===== config.mk =====
export PLATFORM = sky130hd
export DESIGN_NAME = ring_mbox
export DESIGN_NICKNAME = d
export VERILOG_FILES = /design/src/rtl/ring_mbox_pkg.sv /design/src/rtl/mbox_wr_stage.sv /design/src/rtl/mbox_rd_stage.sv /design/src/rtl/mbox_slot.sv /design/src/rtl/ring_mbox.sv
export SDC_FILE = /design/constraint.sdc
export NUM_CORES = 1
export LEC_CHECK = 0
export BUFFER_PORTS_ARGS = -buffer_cell sky130_fd_sc_hd__clkbuf_2
export CAP_MARGIN = 20
export CORE_ASPECT_RATIO = 0.5
export CORE_UTILIZATION = 45
export CTS_CLUSTER_SIZE = 10
export DETAILED_ROUTE_END_ITERATION = 8
export GPL_ROUTABILITY_DRIVEN = 0
export PLACE_DENSITY = 0.71
export SLEW_MARGIN = 20
export SYNTH_ARGS = -nofsm -noshare
export SYNTH_HDL_FRONTEND = slang
export SYNTH_SLANG_ARGS = --single-unit

===== constraint.sdc =====
create_clock -name clk -period 1.37 [get_ports clk]
set_clock_uncertainty 0.1 [all_clocks]
set_input_delay 0.0685 -clock clk [delete_from_list [all_inputs] [get_ports clk]]
set_output_delay 0.0685 -clock clk [all_outputs]
set_load 0.005 [all_outputs]

===== src/rtl/ring_mbox_pkg.sv =====
package ring_mbox_pkg;

  // Per-request options of the write side of one mailbox
  typedef struct packed {
    logic en;
    logic full_chk;
    logic mask_msb;
  } wr_ctl_t;

  // Per-request options of the read side of one mailbox
  typedef struct packed {
    logic en;
    logic valid_chk;
    logic extract;
  } rd_ctl_t;

endpackage


===== src/rtl/mbox_wr_stage.sv =====
module mbox_wr_stage
  import ring_mbox_pkg::*;
#(
  parameter int DATA_W = 9
) (
  input  wr_ctl_t           ctl,
  input  logic [DATA_W-1:0] din,
  input  logic              full,
  output logic              accept,
  output logic              fail_nxt,
  output logic [DATA_W-1:0] store_word
);

  localparam int MSB = DATA_W - 1;

  logic blocked;

  always_comb begin
    blocked  = ctl.full_chk && full;
    accept   = ctl.en && !blocked;
    fail_nxt = ctl.en && blocked;
    store_word = din;
    if (ctl.mask_msb) begin
      store_word[MSB] = 1'b0;
    end
  end

endmodule


===== src/rtl/mbox_rd_stage.sv =====
module mbox_rd_stage
  import ring_mbox_pkg::*;
#(
  parameter int DATA_W = 9
) (
  input  rd_ctl_t           ctl,
  input  logic [DATA_W-1:0] held,
  input  logic              full,
  output logic [DATA_W-1:0] data_nxt,
  output logic              valid_nxt,
  output logic              msb_nxt
);

  localparam int MSB = DATA_W - 1;

  always_comb begin
    data_nxt  = held;
    valid_nxt = ctl.valid_chk ? full : 1'b0;
    msb_nxt   = 1'b0;
    if (ctl.extract) begin
      data_nxt[MSB] = 1'b0;
      msb_nxt       = held[MSB];
    end
  end

endmodule


===== src/rtl/mbox_slot.sv =====
module mbox_slot
  import ring_mbox_pkg::*;
#(
  parameter int DATA_W = 9
) (
  input  logic              clk,
  input  logic              rst,
  input  wr_ctl_t           wr_ctl,
  input  logic [DATA_W-1:0] wr_word,
  output logic              wr_fail,
  input  rd_ctl_t           rd_ctl,
  output logic [DATA_W-1:0] rd_word,
  output logic              rd_valid,
  output logic              rd_msb
);

  localparam int MSB = DATA_W - 1;

  logic [DATA_W-1:0] latch_q;
  logic              full_q;
  logic              accept;
  logic              fail_nxt;
  logic [DATA_W-1:0] store_word;
  logic [DATA_W-1:0] data_nxt;
  logic              valid_nxt;
  logic              msb_nxt;

  mbox_wr_stage #(.DATA_W(DATA_W)) u_wr (
    .ctl        (wr_ctl),
    .din        (wr_word),
    .full       (full_q),
    .accept     (accept),
    .fail_nxt   (fail_nxt),
    .store_word (store_word)
  );

  mbox_rd_stage #(.DATA_W(DATA_W)) u_rd (
    .ctl       (rd_ctl),
    .held      (latch_q),
    .full      (full_q),
    .data_nxt  (data_nxt),
    .valid_nxt (valid_nxt),
    .msb_nxt   (msb_nxt)
  );

  // Storage and flag: an accepted write wins over a same-cycle read
  always_ff @(posedge clk) begin
    if (rst) begin
      latch_q <= '0;
      full_q  <= 1'b0;
    end else begin
      if (accept) begin
        latch_q <= store_word;
      end
      if (accept) begin
        full_q <= 1'b1;
      end else if (rd_ctl.en) begin
        full_q <= 1'b0;
      end
    end
  end

  // Registered results
  always_ff @(posedge clk) begin
    if (rst) begin
      wr_fail  <= 1'b0;
      rd_word  <= '0;
      rd_valid <= 1'b0;
      rd_msb   <= 1'b0;
    end else begin
      wr_fail <= fail_nxt;
      if (rd_ctl.en) begin
        rd_word  <= data_nxt;
        rd_valid <= valid_nxt;
        rd_msb   <= msb_nxt;
      end
    end
  end

  // an accepted write leaves the flag set
  p_write_sets_flag_r2: assert property (@(posedge clk) disable iff (rst)
    (wr_ctl.en && !(wr_ctl.full_chk && full_q)) |=> full_q);

  // a read with no write empties the latch
  p_read_clears_flag_r2: assert property (@(posedge clk) disable iff (rst)
    (rd_ctl.en && !wr_ctl.en) |=> !full_q);

  // a dropped write keeps the old word and reports the failure
  p_drop_keeps_word_r3: assert property (@(posedge clk) disable iff (rst)
    (wr_ctl.en && wr_ctl.full_chk && full_q) |=> (wr_fail && $stable(latch_q)));

  // a masked write stores a clear top bit
  p_mask_clears_msb_r4: assert property (@(posedge clk) disable iff (rst)
    (wr_ctl.en && wr_ctl.mask_msb && !(wr_ctl.full_chk && full_q)) |=> !latch_q[MSB]);

  // an extracting read never returns a set top bit
  p_extract_clears_msb_r6: assert property (@(posedge clk) disable iff (rst)
    (rd_ctl.en && rd_ctl.extract) |=> !rd_word[MSB]);

  // read results stay put while no read is made
  p_hold_results_r10: assert property (@(posedge clk) disable iff (rst)
    !rd_ctl.en |=> ($stable(rd_word) && $stable(rd_valid) && $stable(rd_msb)));

endmodule


===== src/rtl/ring_mbox.sv =====
module ring_mbox
  import ring_mbox_pkg::*;
#(
  parameter int N_CORES = 8,
  parameter int DATA_W  = 9
) (
  input  logic                        clk,
  input  logic                        rst,
  input  logic [N_CORES-1:0]          wr_en,
  input  logic [N_CORES*DATA_W-1:0]   wr_data,
  input  logic [N_CORES-1:0]          wr_full_chk,
  input  logic [N_CORES-1:0]          wr_mask_msb,
  output logic [N_CORES-1:0]          wr_fail,
  input  logic [N_CORES-1:0]          rd_en,
  input  logic [N_CORES-1:0]          rd_valid_chk,
  input  logic [N_CORES-1:0]          rd_extract,
  output logic [N_CORES*DATA_W-1:0]   rd_data,
  output logic [N_CORES-1:0]          rd_valid,
  output logic [N_CORES-1:0]          rd_msb
);

  // Slot i belongs to writer core i and is read by core (i+1) mod N_CORES
  for (genvar i = 0; i < N_CORES; i++) begin : g_slot
    localparam int NXT = (i + 1) % N_CORES;

    wr_ctl_t wctl;
    rd_ctl_t rctl;

    assign wctl = '{en: wr_en[i], full_chk: wr_full_chk[i], mask_msb: wr_mask_msb[i]};
    assign rctl = '{en: rd_en[NXT], valid_chk: rd_valid_chk[NXT], extract: rd_extract[NXT]};

    mbox_slot #(.DATA_W(DATA_W)) u_slot (
      .clk      (clk),
      .rst      (rst),
      .wr_ctl   (wctl),
      .wr_word  (wr_data[i*DATA_W +: DATA_W]),
      .wr_fail  (wr_fail[i]),
      .rd_ctl   (rctl),
      .rd_word  (rd_data[NXT*DATA_W +: DATA_W]),
      .rd_valid (rd_valid[NXT]),
      .rd_msb   (rd_msb[NXT])
    );
  end

  // the cycle after reset every result is clear
  p_reset_clear_r9: assert property (@(posedge clk)
    rst |=> (wr_fail == '0 && rd_valid == '0 && rd_msb == '0 && rd_data == '0));

endmodule


==> flow_metrics.tcl <==
set metrics [dict create \
    synth-compound-area-share_pct 3.65 \
    hold_violations 1 \
    cts.clk_slew.worst_paths_ns 0.07 \
    post_synth_xor_area_fraction_pct 0 \
    power.sequential.fraction_pct 47.0 \
    seq_area_frac_synth_pct 49.5 \
    powerDensity_nw_per_um2 1170 \
    p_int_mw 8.91 \
    wl_per_cell_um 13.5 \
    post_route_cells_drive_above_1_share_pct 27.8 \
    ioPinCount 218 \
    hold-worst-slack_ns -0.0252 \
    p_leak_nw 4.60 \
    grt_util_met2_pct 36.5 \
    vias 5639 \
    worst_slew_pin_slew_ns 0.411 \
    firstDrtPassIters 8 \
    grt_pass1_vias 5563 \
    worst_ep_required_time_ns 1.57 \
    timing_worst_setup_path_type "flip-flop to flip-flop" \
    cp-end-kind "flip-flop" \
    core_area_sq_um 15400 \
    mappedNetlistNets 813 \
    wl_um 16400 \
    start_kind "flip-flop" \
    ffs_latches_synth 176 \
    synth_cell_type_count 16 \
    timing.fmax_mhz 767 \
    layout_commonest_cell "clkbuf_2" \
    outcome "finished, violations left" \
    timing.critical_path.arrival_ns 1.50 \
    max_cap_viol_count 0 \
    setup.worst_path.end "g_slot[1].u_slot.wr_fail" \
    setup_repair_after_global_routing_missed_its_margin "no" \
    port_buffers 217 \
    synth_simple_gate_area_share_pct 22.2 \
    cts_tree "built" \
    drc_errors 11 \
    report.final.slew_viol_count 0 \
    timing.critical_path.fanout_max 4 \
    clock_insertion_delay_worst_skew_ns 0.41 \
    synth_top_family_by_area "simple AND/OR/NAND/NOR gates" \
    global_route.overflow_total 0 \
    met3_usage_pct 4.97 \
    height_of_the_chip_um 91.0 \
    layout-area-overhead-vs-synth_pct 40.4 \
    timing.critical_path.from "g_slot[1].u_slot.full_q" \
    final_cell_mix "clkbuf_2, dfxtp_1, nand2b_1" \
    timing.slew.headroom_pct 72.6 \
    setup_violations 0 \
    h-tree-depth 4 \
    crit-reg2reg-capture "g_slot[1].u_slot.wr_fail" \
    synth_area_sq_um 7120 \
    num-nets-final 1118 \
    grt_first_pass_wirelength_um 26600 \
    clockPowerShare_pct 41.7 \
    synth-warning-count 0 \
    clock-sinks 176 \
    antenna_cells_inserted 0 \
    failed_checks "design-rule violations, negative hold slack" \
    area_of_the_die_sq_um 16400 \
    detail_route.iter0.violations 196 \
    synthesis.instances 691 \
    setup_tns_ns 0 \
    numCtsBuffers 17 \
    detailed_place_hpwl_um 10300 \
    finalCritPeriodShare_pct 95.1 \
    timing.reg2reg.worst_path_depth 2 \
    synth_area_per_cell_sq_um 10.3 \
    netSwitchingPower_mw 2.76 \
    initial_cell_density_of_the_core_pct 46.2 \
    worst_ir_drop_vdd_uv 885 \
    placement_rows 32 \
    vias_per_cell 4.65 \
    synthAdderAreaFrac_pct 0 \
    timing.hold.worst.class "input pin to flip-flop" \
    largest_net_degree_at_the_start_of_global_routing 56 \
    clock-root-buffer "clkbuf_16" \
    antenna_violations_before_repair 0 \
    synth.mux.area_fraction_pct 19.1 \
    power.combinational.fraction_pct 11.2 \
    fin_crit_ns 1.30 \
    netSwitchingFraction_pct 23.7 \
    r2r_startpoint "g_slot[1].u_slot.full_q" \
    postRouteAntennaNets 0 \
    grt-busiest-layer "met2" \
    grt_use_met1_pct 23.4 \
    cts_buffer_depth 2 \
    worst-r2r-setup-slack_ns 0.07 \
    die_width_um 180 \
    track_usage_pct 20.1 \
]
through the flow:
stage	power (mW)	setup slack [ns]	cell area (sq um)	utilization, %	instances
after CTS	11.8	0.0619	10000	64.9	1214
final	11.7	0.0666	10000	64.9	1213
after global routing	12.2	0.0226	10000	64.9	1213
after global placement	6.63	0.242	8270	53.6	1068
after floorplan	6.24	0.327	7120	-	691
after detailed placement	6.66	0.190	8270	53.6	1068
routing by layer:
layer / routed length, um / vias up
met5: 0 / -
li1: - / 2886
met4: 187 / 0
met1: 7190 / 2619
met2: 8330 / 118
met3: 657 / 16
synthesized netlist by cell type:
library cell    n  share of area [%]
clkbuf_1        9               0.47
buf_2          27                1.9
mux2i_1       136                 19
nor2_1         64                3.4
a21boi_0        8               0.84
nand3_1        16                1.1
clkbuf_2        2               0.14
a21oi_1        24                1.7
nand3b_1        8               0.84
nor2b_1         8               0.70
or3b_1          8               0.98
and4b_1         8                1.1
nand2b_1      160                 14
buf_4          29                3.1
o21ba_2         8                1.1
dfxtp_1       176                 49
critical path: stages (launching register included):
cell           delay, ns
dfxtp_1             0.34
and4b_1             0.20
dlygate4sd3_1       0.56
worst min path at each step:
stage / from / to / slack (ns) / depth (start not counted)
final: rst / g_slot[2].u_slot.rd_valid / -0.03 / 2
after global routing: rst / g_slot[2].u_slot.rd_valid / 0.008 / 2
after CTS: rd_en[7] / g_slot[6].u_slot.rd_msb / 0.03 / 3
after detailed placement: wr_data[12] / g_slot[1].u_slot.latch_q[3] / 0.22 / 3
after global placement: wr_data[37] / g_slot[4].u_slot.latch_q[1] / 0.21 / 3
after floorplan: rd_en[1] / g_slot[0].u_slot.rd_word[0] / 0.12 / 2
area by class of cell:
cell class | count | area [sq um]
Clock buffer | 19 | 443
Clock inverter | 13 | 151
Fill cell | 1245 | 5420
Multi-Input combinational cell | 448 | 3210
Sequential cell | 176 | 3520
Tap cell | 204 | 255
Timing Repair Buffer | 353 | 2420
what timing repair did:
| action | 4_1_cts | 5_1_grt |
|---|---|---|
| hold buffers | 114 | 0 |
| endpoints found under the hold margin | 108 | 0 |
| buffers inserted | 0 | 0 |
| gates resized for setup | 0 | 2 |
| setup endpoints to repair | 0 | 1 |
sequential cells by signal, summed over array words and instances (netlist names):
name and cells:
g_slot.u_slot.rd_valid 8, g_slot.u_slot.wr_fail 8, g_slot.u_slot.rd_word 72, g_slot.u_slot.latch_q 72, g_slot.u_slot.full_q 8, g_slot.u_slot.rd_msb 8
kinds of logic (layout without fill, tap and decap cells):
kind of cell,Yosys count,count (layout)
buffers and inverters,67,385
muxes,136,136
DFF,176,176
AOI/OAI and AO/OA,40,40
and+or+nand+nor,272,272
power by group through the flow:
| stage | registers [mW] | logic, mW | clock network, mW |
|---|---|---|---|
| after floorplan | 5.58 | 0.661 | 0 |
| after global placement | 5.59 | 1.04 | 0 |
| after detailed placement | 5.60 | 1.06 | 0 |
| after CTS | 5.49 | 1.31 | 5.00 |
| after global routing | 5.52 | 1.43 | 5.25 |
| final | 5.49 | 1.31 | 4.87 |
Note: power is estimated with default switching activity, not from simulation.
